File: src/rtl/pkt_page_pkg.sv
package pkt_page_pkg;

  typedef enum logic [2:0] {
    CMD_NOP         = 3'd0,
    CMD_ALLOC_TX    = 3'd1,
    CMD_RESET       = 3'd2,
    CMD_RX_POP      = 3'd3,
    CMD_RX_POP_FREE = 3'd4,
    CMD_FREE        = 3'd5,
    CMD_TX_PUSH     = 3'd6,
    CMD_TX_CLEAR    = 3'd7
  } cmdCode_e;

  // strobes from control to datapath, all single-cycle
  typedef struct packed {
    logic allocTx;
    logic retry;
    logic resetAll;
    logic rxGrant;
    logic rxPop;
    logic rxFree;
    logic relPkt;
    logic txPush;
    logic txClear;
    logic txIssue;
    logic donePop;
  } ctrlStrobes_t;

  localparam logic [7:0] EMPTY_CODE = 8'h80;
  localparam logic [7:0] ACK_MASK   = 8'hD6;
  localparam int INT_RX      = 0;
  localparam int INT_TXDONE  = 1;
  localparam int INT_TXEMPTY = 2;
  localparam int INT_ALLOC   = 3;

endpackage

File: src/rtl/pkt_page_fifo.sv
module pkt_page_fifo #(
  parameter int DEPTH = 4,
  parameter int W = 2,
  localparam int PW = (DEPTH > 1) ? $clog2(DEPTH) : 1,
  localparam int CW = $clog2(DEPTH + 1)
) (
  input  logic          clk,
  input  logic          rstN,
  input  logic          clr,
  input  logic          push,
  input  logic          pop,
  input  logic [W-1:0]  din,
  output logic [W-1:0]  head,
  output logic          empty,
  output logic          full,
  output logic [CW-1:0] countNxt
);
  logic [W-1:0]  mem [DEPTH];
  logic [PW-1:0] rdPtr, wrPtr;
  logic [CW-1:0] count;
  logic          doPush, doPop;

  function automatic logic [PW-1:0] stepPtr(input logic [PW-1:0] p);
    return (p == PW'(DEPTH - 1)) ? '0 : p + 1'b1;
  endfunction

  assign empty  = (count == '0);
  assign full   = (count == CW'(DEPTH));
  assign doPush = push & ~full;
  assign doPop  = pop & ~empty;
  assign head   = mem[rdPtr];
  assign countNxt = clr ? '0 : count + CW'(doPush) - CW'(doPop);

  always_ff @(posedge clk) begin
    if (!rstN) begin
      rdPtr <= '0;
      wrPtr <= '0;
      count <= '0;
    end else begin
      count <= countNxt;
      if (clr) begin
        rdPtr <= '0;
        wrPtr <= '0;
      end else begin
        if (doPush) wrPtr <= stepPtr(wrPtr);
        if (doPop)  rdPtr <= stepPtr(rdPtr);
      end
    end
  end

  always_ff @(posedge clk) begin
    if (doPush && !clr) mem[wrPtr] <= din;
  end
endmodule

File: src/rtl/pkt_page_ctrl.sv
module pkt_page_ctrl
  import pkt_page_pkg::*;
(
  input  logic         cmdValid,
  input  logic [2:0]   cmdCode,
  input  logic         allocPending,
  input  logic         anyFree,
  input  logic         txEmpty,
  input  logic         rxFull,
  input  logic         rxAllocReq,
  input  logic         txEnable,
  input  logic         ackValid,
  input  logic         ackDone,
  output ctrlStrobes_t strb
);
  cmdCode_e code;
  assign code = cmdCode_e'(cmdCode);

  always_comb begin
    strb = '0;
    if (cmdValid) begin
      unique case (code)
        CMD_ALLOC_TX:    strb.allocTx  = 1'b1;
        CMD_RESET:       strb.resetAll = 1'b1;
        CMD_RX_POP:      strb.rxPop    = 1'b1;
        CMD_RX_POP_FREE: strb.rxFree   = 1'b1;
        CMD_FREE:        strb.relPkt   = 1'b1;
        CMD_TX_PUSH:     strb.txPush   = 1'b1;
        CMD_TX_CLEAR:    strb.txClear  = 1'b1;
        default:         ;
      endcase
    end
    strb.txIssue = txEnable & ~txEmpty &
                   ~(cmdValid & ((code == CMD_RESET) | (code == CMD_TX_CLEAR)));
    // a pending transmit allocation outranks the receive side
    strb.retry   = ~cmdValid & allocPending & anyFree;
    strb.rxGrant = ~cmdValid & ~strb.retry & rxAllocReq & anyFree & ~rxFull;
    strb.donePop = ackValid & ackDone;
  end
endmodule

File: src/rtl/pkt_page_dp.sv
module pkt_page_dp
  import pkt_page_pkg::*;
#(
  parameter int NUM_PAGES = 4,
  localparam int PAGE_W = $clog2(NUM_PAGES),
  localparam int CNT_W = $clog2(NUM_PAGES + 1)
) (
  input  logic              clk,
  input  logic              rstN,
  input  ctrlStrobes_t      strb,
  input  logic [PAGE_W-1:0] pktNum,
  input  logic              autoRelease,
  input  logic              ackValid,
  input  logic [7:0]        ackData,
  input  logic              maskWe,
  input  logic [7:0]        maskData,
  output logic [7:0]        allocResult,
  output logic [7:0]        doneHead,
  output logic [7:0]        rxHead,
  output logic [CNT_W-1:0]  usedPages,
  output logic [7:0]        intStatus,
  output logic [7:0]        intMask,
  output logic              txStart,
  output logic [PAGE_W-1:0] txPage,
  output logic              anyFree,
  output logic              allocPending,
  output logic              txEmpty,
  output logic              rxFull
);
  logic [NUM_PAGES-1:0] bitmap, relMask, setMask;
  logic [PAGE_W-1:0]    lowIdx, txHeadIdx, doneHeadIdx, rxHeadIdx;
  logic                 doneEmpty, rxEmpty, txFullUnused, doneFullUnused;
  logic [CNT_W-1:0]     txCntNxt, doneCntNxt, rxCntNxt;
  logic [7:0]           statusNxt;

  function automatic logic [NUM_PAGES-1:0] oneHot(input logic [PAGE_W-1:0] i);
    return NUM_PAGES'(1) << i;
  endfunction

  pkt_page_fifo #(.DEPTH(NUM_PAGES), .W(PAGE_W)) txQ (
    .clk, .rstN, .clr(strb.resetAll | strb.txClear), .push(strb.txPush),
    .pop(strb.txIssue), .din(pktNum), .head(txHeadIdx), .empty(txEmpty),
    .full(txFullUnused), .countNxt(txCntNxt));

  pkt_page_fifo #(.DEPTH(NUM_PAGES), .W(PAGE_W)) doneQ (
    .clk, .rstN, .clr(strb.resetAll | strb.txClear),
    .push(strb.txIssue & ~autoRelease), .pop(strb.donePop), .din(txHeadIdx),
    .head(doneHeadIdx), .empty(doneEmpty), .full(doneFullUnused),
    .countNxt(doneCntNxt));

  pkt_page_fifo #(.DEPTH(NUM_PAGES), .W(PAGE_W)) rxQ (
    .clk, .rstN, .clr(strb.resetAll), .push(strb.rxGrant),
    .pop(strb.rxPop | strb.rxFree), .din(lowIdx), .head(rxHeadIdx),
    .empty(rxEmpty), .full(rxFull), .countNxt(rxCntNxt));

  // lowest free page and occupancy
  always_comb begin
    lowIdx = '0;
    usedPages = '0;
    for (int i = NUM_PAGES - 1; i >= 0; i--) begin
      if (!bitmap[i]) lowIdx = PAGE_W'(i);
    end
    for (int i = 0; i < NUM_PAGES; i++) usedPages += CNT_W'(bitmap[i]);
  end
  assign anyFree = ~&bitmap;

  assign relMask = (strb.relPkt ? oneHot(pktNum) : '0)
                 | ((strb.rxFree & ~rxEmpty) ? oneHot(rxHeadIdx) : '0)
                 | ((strb.txIssue & autoRelease) ? oneHot(txHeadIdx) : '0);
  assign setMask = (((strb.allocTx & anyFree) | strb.retry | strb.rxGrant))
                 ? oneHot(lowIdx) : '0;

  always_comb begin
    statusNxt = intStatus;
    if (ackValid) statusNxt = statusNxt & ~(ackData & ACK_MASK);
    if (strb.allocTx) statusNxt[INT_ALLOC] = 1'b0;
    if ((strb.allocTx & anyFree) | strb.retry) statusNxt[INT_ALLOC] = 1'b1;
    if (strb.rxGrant) statusNxt[INT_RX] = 1'b1;
    if (strb.rxPop | strb.rxFree) statusNxt[INT_RX] = (rxCntNxt != '0);
    if (txCntNxt == '0) statusNxt[INT_TXEMPTY] = 1'b1;
    if (doneCntNxt != '0) statusNxt[INT_TXDONE] = 1'b1;
  end

  always_ff @(posedge clk) begin
    if (!rstN) begin
      bitmap       <= '0;
      allocResult  <= '0;
      allocPending <= 1'b0;
      intStatus    <= 8'h04;
      intMask      <= '0;
      txStart      <= 1'b0;
      txPage       <= '0;
    end else begin
      bitmap    <= strb.resetAll ? '0 : ((bitmap & ~relMask) | setMask);
      intStatus <= statusNxt;
      txStart   <= strb.txIssue;
      if (strb.txIssue) txPage <= txHeadIdx;
      if (maskWe) intMask <= maskData;
      if (strb.resetAll) begin
        allocResult  <= '0;
        allocPending <= 1'b0;
      end else if (strb.allocTx) begin
        allocResult  <= anyFree ? 8'(lowIdx) : EMPTY_CODE;
        allocPending <= ~anyFree;
      end else if (strb.retry) begin
        allocResult  <= 8'(lowIdx);
        allocPending <= 1'b0;
      end
    end
  end

  assign doneHead = doneEmpty ? EMPTY_CODE : 8'(doneHeadIdx);
  assign rxHead   = rxEmpty ? EMPTY_CODE : 8'(rxHeadIdx);
endmodule

File: src/rtl/pkt_page_mgr.sv
module pkt_page_mgr
  import pkt_page_pkg::*;
#(
  parameter int NUM_PAGES = 4,
  localparam int PAGE_W = $clog2(NUM_PAGES),
  localparam int CNT_W = $clog2(NUM_PAGES + 1)
) (
  input  logic              clk,
  input  logic              rstN,
  input  logic              cmdValid,
  input  logic [2:0]        cmdCode,
  input  logic [PAGE_W-1:0] pktNum,
  input  logic              rxAllocReq,
  output logic              rxAccept,
  input  logic              txEnable,
  input  logic              autoRelease,
  input  logic              ackValid,
  input  logic [7:0]        ackData,
  input  logic              maskWe,
  input  logic [7:0]        maskData,
  output logic [7:0]        allocResult,
  output logic [7:0]        doneHead,
  output logic [7:0]        rxHead,
  output logic [CNT_W-1:0]  usedPages,
  output logic [7:0]        intStatus,
  output logic [7:0]        intMask,
  output logic              irq,
  output logic              txStart,
  output logic [PAGE_W-1:0] txPage
);
  ctrlStrobes_t strb;
  logic anyFree, allocPending, txEmpty, rxFull;

  pkt_page_ctrl ctrl_i (
    .cmdValid, .cmdCode, .allocPending, .anyFree, .txEmpty, .rxFull,
    .rxAllocReq, .txEnable, .ackValid, .ackDone(ackData[INT_TXDONE]), .strb);

  pkt_page_dp #(.NUM_PAGES(NUM_PAGES)) dp_i (
    .clk, .rstN, .strb, .pktNum, .autoRelease, .ackValid, .ackData, .maskWe,
    .maskData, .allocResult, .doneHead, .rxHead, .usedPages, .intStatus,
    .intMask, .txStart, .txPage, .anyFree, .allocPending, .txEmpty, .rxFull);

  assign rxAccept = strb.rxGrant;
  assign irq = |(intStatus & intMask);
endmodule

File: config.mk
export PLATFORM = sky130hd
export DESIGN_NAME = pkt_page_mgr
export DESIGN_NICKNAME = d
export VERILOG_FILES = /design/src/rtl/pkt_page_pkg.sv /design/src/rtl/pkt_page_fifo.sv /design/src/rtl/pkt_page_ctrl.sv /design/src/rtl/pkt_page_dp.sv /design/src/rtl/pkt_page_mgr.sv
export SDC_FILE = /design/constraint.sdc
export NUM_CORES = 1
export LEC_CHECK = 0
export ABC_CLOCK_PERIOD_IN_PS = 3900
export BUFFER_PORTS_ARGS = -buffer_cell sky130_fd_sc_hd__buf_4
export CAP_MARGIN = 10
export CORE_MARGIN = 2
export CORE_UTILIZATION = 55
export DETAILED_ROUTE_END_ITERATION = 10
export PLACE_DENSITY = 0.8
export REMOVE_ABC_BUFFERS = 1
export SYNTH_ARGS = -nofsm -noshare
export SYNTH_HDL_FRONTEND = slang
export SYNTH_HIERARCHICAL = 1
export SYNTH_SLANG_ARGS = --single-unit
File: constraint.sdc
create_clock -name clk -period 3.9 [get_ports clk]
set_input_delay 0.195 -clock clk [delete_from_list [all_inputs] [get_ports clk]]
set_output_delay 0.195 -clock clk [all_outputs]
set_load 0.01 [all_outputs]
==> results of run 1 <==
[state kept, by name, summed over array words and instances (netlist names), 3 cells and up, named ones only]
| name | cells |
|---|---|
| dp_i/doneQ/mem | 8 |
| dp_i/intMask | 8 |
| dp_i/rxQ/mem | 8 |
| dp_i/txQ/mem | 8 |
| dp_i/intStatus | 7 |
| dp_i/bitmap | 4 |
| dp_i/doneQ/count | 3 |
| dp_i/rxQ/count | 3 |
| dp_i/txQ/count | 3 |
[critical path: stages, from the launching register on]
cell     delay, ps
dfxtp_1        400
or3b_1         440
inv_2          120
nor2_1          40
and4b_1        290
nand2_1        110
ha_1           240
inv_1           70
ha_1           160
inv_1           60
fa_1           370
xor2_1         160
xnor2_1        190
nor2_1          60
nor3_1         150
nand2_1         70
o311a_1        120
[power by group through the flow]
stage / registers (mW) / logic, mW / clock network (mW)
final: 0.895 / 0.357 / 0.600
after global routing: 0.901 / 0.395 / 0.636
after CTS: 0.894 / 0.359 / 0.605
after detailed placement: 0.912 / 0.355 / 0
after global placement: 0.910 / 0.342 / 0
after floorplan: 0.908 / 0.214 / 0
[layer usage]
| layer | vias up | part of all wire | global-route usage |
|---|---|---|---|
| li1 | 1371 | - | - |
| met1 | 1307 | 0.43 | 0.266 |
| met2 | 66 | 0.51 | 0.355 |
| met3 | 11 | 0.053 | 0.0427 |
| met4 | 0 | 0.011 | 0.0587 |
| met5 | - | 0 | 0 |
[final timing paths]
check / startpoint / end / slack (ps)
max: dp_i/rxQ/count[2] / dp_i/intStatus[0] / 740
min: ackData[4] / dp_i/intStatus[4] / 10
max reg2reg: dp_i/rxQ/count[2] / dp_i/intStatus[0] / 740
min reg2reg: dp_i/intStatus[4] / dp_i/intStatus[4] / 470
[cell usage in the layout (no fill, tap or decap), types with 9 or more instances in the layout]
cell and count:
clkbuf_8 9, nand2_1 20, a21oi_1 15, conb_1 16
ha_1 24, nor2_1 29, nor2b_1 16, dfxtp_1 52
and2_1 14, edfxtp_1 24, buf_4 58, mux2i_1 13
inv_1 28
[layout make-up]
type	instances	area share
Clock buffer	9	0.0279
Clock inverter	7	0.0166
Inverter	32	0.0270
Multi-Input combinational cell	248	0.411
Sequential cell	76	0.397
Tap cell	80	0.0225
Timing Repair Buffer	58	0.0981
[stage by stage]
| step | setup WS [ps] | hold slack [ps] | utilization |
|---|---|---|---|
| 2_1_floorplan | 677 | 282 | - |
| 3_3_place_gp | 867 | 370 | 0.628 |
| 3_5_place_dp | 814 | 382 | 0.628 |
| 4_1_cts | 775 | 11.0 | 0.657 |
| 5_1_grt | 556 | 18.2 | 0.657 |
| 6_report | 744 | 12.6 | 0.657 |
[kinds of logic (layout without fill, tap and decap cells)]
kind of cell             count (synthesis)  in the layout  synth area share
flip-flops                              76             76             0.462
multiplexers                            19             19            0.0696
adder cells (fa/ha/maj)                 28             28            0.0998
buffers and inverters                   55            106            0.0732
XOR/XNOR                                 7              7            0.0161
AO/OA/AOI/OAI                           47             47            0.0844
other                                    1             16          0.000984
AND/OR/NAND/NOR                        131            131             0.193
==> qor.yml, run 1 <==
ys_warn_count: 6
ys_seq_elements: 76
vias: 2755
hold_viol: 0
worstHoldPathCells: 2
power_density_mw_per_mm2: 417
hpwl_um: 5720
grt_remaining_overflow: 0
rows: 30
final_antenna_net_count: 0
num_io_pins: 77
start_util: 0.564
max_freq_mhz: 317
cts_root_buf: "clkbuf_8"
grt_max_degree: 25
fin_total_pwr_mw: 1.85
grt_pass1_wl_um: 12200
die_y_um: 87.2
final_nets: 482
synth-edff-count: 24
synth.most_common_cell: "dfxtp_1"
hold_class: "input pin to flip-flop"
slew_headroom: 0.481
p_leak_nw: 1.92
dp_cells: 494
p_comb_frac: 0.193
final_area_mm2: 0.00444
ys_types: 53
r2r_cells: 16
drtPass1Iterations: 5
power.switching_mw: 0.536
outcome: "completed"
register_area_mm2: 0.00176
gr-usage-all-layers: 0.207
post_cts_buffers: 0
cts.sinks: 76
numCtsBuffers: 9
peakVddDrop_v: 0.000286
fin_crit_ps: 3160
fillers: 571
critPathArrivalTime_ps: 3390
h-tree-depth: 3
p_sw_frac: 0.290
synthesis.area_mm2: 0.00381
report.final.setup_viol: 0
crit_path_end_kind: "flip-flop"
syn_to_final_growth_pct: 16.6
critPathLaunchType: "flip-flop"
synthArstFlopShare: 0
crit_type: "flip-flop to flip-flop"
vias_per_cell: 5.40
place_area_mm2: 0.00424
synth_common_cells: "dfxtp_1 (52), nor2_1 (29), inv_1 (28)"
drc: 0
p_int_mw: 1.32
fin_cells: 510
avgSynthCellArea_um2: 10.5
diodes: 0
maxSlewViolCount: 0
pwr-share-clk: 0.324
ys_seq_area_frac: 0.462
wirelength_um: 7500
numPortBuffers: 57
holdBufCountCts: 0
cts_tree: "done"
period_share: 0.809
critical_path.max_fanout: 6
drive_gt1_frac: 0.209
cts_buffer_depth: 2
grt_antenna_before_repair: 0
synth_top_area_share: 0.273
clkTransAtPathRegs_ps: 80
gp_congestion: 0.846
wl_per_cell_um: 14.7
grt_pass1_vias: 2679
synth.largest_area_cell: "dfxtp_1"
crit_required_ps: 4140
die_area_mm2: 0.00761
core-area_mm2: 0.00676
clock_latency_ps: 350
synth_top_flop_cell: "dfxtp_1"
maxCapViolations: 0
multiInputGateArea_mm2: 0.00183
tightestPinTransition_ps: 773
dieWidth_um: 87.2
fin_skew_ps: 7.55
drt_iter0_drc: 160
cts-resized-gates: 0
synth.area.top_cells: "dfxtp_1 (27%), edfxtp_1 (19%), ha_1 (7.9%)"
syn_inst: 364
rsz0062_at_grt: "no"
sequentialPowerShare: 0.483
fin_setup_tns_ps: 0
(Power assumes the default switching activity.)
==> run 2, diff against run 1 <==
--- a/config.mk
+++ b/config.mk
@@ -5,13 +5,13 @@
 export SDC_FILE = /design/constraint.sdc
 export NUM_CORES = 1
 export LEC_CHECK = 0
-export ABC_CLOCK_PERIOD_IN_PS = 3900
+export ABC_CLOCK_PERIOD_IN_PS = 2700
 export BUFFER_PORTS_ARGS = -buffer_cell sky130_fd_sc_hd__buf_4
 export CAP_MARGIN = 10
 export CORE_MARGIN = 2
-export CORE_UTILIZATION = 55
+export CORE_UTILIZATION = 50
 export DETAILED_ROUTE_END_ITERATION = 10
-export PLACE_DENSITY = 0.8
+export PLACE_DENSITY = 0.77
 export REMOVE_ABC_BUFFERS = 1
 export SYNTH_ARGS = -nofsm -noshare
 export SYNTH_HDL_FRONTEND = slang
==> constraint.sdc (replaced) <==
create_clock -name clk -period 2.7 [get_ports clk]
set_input_delay 0.135 -clock clk [delete_from_list [all_inputs] [get_ports clk]]
set_output_delay 0.135 -clock clk [all_outputs]
set_load 0.01 [all_outputs]
==> run 2 against run 1 <==
- the flow now finishes with violations (negative setup slack)
- combinational power increased by 81%
- critical path type unchanged
- clock power increased by 41%
- design area increased by 8.1%
- largest power group unchanged
- final cell count increased by 11%
==> qor.yml, run 2 (synthesis results as in run 1) <==
fin_crit_ps: 2770
cts_tree: "done"
die_y_um: 91.3
dieWidth_um: 91.3
final_antenna_net_count: 0
tightestPinTransition_ps: 842
fin_ws_ps: -72.5
grt_antenna_before_repair: 0
period_share: 1.03
core-area_mm2: 0.00733
critical_path.max_fanout: 2
clock_latency_ps: 340
final_common_cell: "buf_4"
peakVddDrop_v: 0.000420
numCtsBuffers: 9
fin_total_pwr_mw: 2.77
final_nets: 518
worstHoldPathCells: 2
start_util: 0.520
critPathArrivalTime_ps: 3010
clkTransAtPathRegs_ps: 80
cts_buffer_depth: 2
hold_class: "input pin to flip-flop"
drive_gt1_frac: 0.296
gp_congestion: 0.939
maxCapViolations: 0
outcome: "finished with violations"
numPortBuffers: 57
cts_root_buf: "clkbuf_8"
h-tree-depth: 3
drtPass1Iterations: 4
wl_per_cell_um: 14.0
report.final.setup_viol: 2
drc: 0
die_area_mm2: 0.00833
drt_iter0_drc: 135
rows: 31
hold_viol: 0
crit_type: "flip-flop to flip-flop"
critPathLaunchType: "flip-flop"
syn_to_final_growth_pct: 25.9
vias_per_cell: 5.18
grt_remaining_overflow: 0
wirelength_um: 7890
maxSlewViolCount: 0
r2r_cells: 16
power_density_mw_per_mm2: 577
num_io_pins: 77
cts.sinks: 76
grt_pass1_wl_um: 13300
grt_pass1_vias: 2874
vias: 2927
p_leak_nw: 2.11
violations: "negative setup slack"
hpwl_um: 6010
max_freq_mhz: 361
crit_required_ps: 2940
fillers: 555
layout_common_cells: "buf_4 (91), dfxtp_1 (47), nor2_1 (29)"
slew_headroom: 0.435
grt_max_degree: 25
gr-usage-all-layers: 0.198
fin_setup_tns_ps: -88.2
fin_skew_ps: 7.04
rsz0062_at_grt: "yes"
diodes: 0
crit_path_end_kind: "flip-flop"
[run 2: metal layers]
metal	track usage	part of all wire	up-vias
met2	0.338	0.51	78
met3	0.0373	0.039	13
li1	-	-	1436
met5	0	0	-
met1	0.253	0.44	1400
met4	0.0669	0.016	0
[run 2: final cells by class]
type	instances	area, um2	share of cell area
multi-input combinational	248	1880	0.391
sequential	76	1770	0.368
timing repair buffer	94	713	0.149
clock buffer	12	166	0.0347
tap	99	124	0.0258
inverter	32	120	0.0250
clock inverter	4	28.8	0.00600
[run 2: power breakdown]
| group | leakage (nW) | internal, mW | switching (mW) | total, mW |
|---|---|---|---|---|
| registers | 0.645 | 1.24 | 0.0389 | 1.28 |
| clock network | 0.102 | 0.419 | 0.424 | 0.844 |
| logic | 1.36 | 0.316 | 0.332 | 0.647 |
| total | 2.11 | 1.97 | 0.795 | 2.77 |
[run 2: final timing paths]
path | start | endpoint | slack, ps
setup / recovery | dp_i/rxQ/count[1] | dp_i/intStatus[0] | -70
hold / removal | ackValid | dp_i/intStatus[4] | 10
setup reg to reg | dp_i/rxQ/count[1] | dp_i/intStatus[0] | -70
hold reg to reg | dp_i/intStatus[4] | dp_i/intStatus[4] | 450
[run 2: metrics by stage]
| step | worst slack, ps | hold slack, ps | instances | cell area (um2) | util |
|---|---|---|---|---|---|
| final | -72.5 | 12.6 | 565 | 4800 | 0.655 |
| after detailed placement | -155 | 313 | 539 | 4460 | 0.609 |
| after global placement | -72.1 | 311 | 539 | 4460 | 0.609 |
| after CTS | -115 | 0.936 | 559 | 4700 | 0.642 |
| after global routing | -203 | 9.80 | 565 | 4800 | 0.655 |
| after floorplan | -523 | 222 | 356 | 3710 | - |
[run 2: critical path, stage by stage, from the launching register on]
cell	delay, ps
dfxtp_2	320
or3b_4	400
inv_2	70
nor2_1	30
and4b_1	190
nand2_1	80
ha_1	220
inv_1	60
ha_1	130
inv_1	50
fa_2	350
xor2_2	150
xnor2_1	200
nor2_1	90
nor3_2	130
nand2_1	70
o311a_1	120
[run 2: repair_timing]
action,4_1_cts,5_1_grt
gates resized for setup,4,14
endpoints found under the setup margin,3,4
setup buffers,1,6
hold buffers,3,0
pin swaps,6,6
endpoints found under the hold margin,3,0
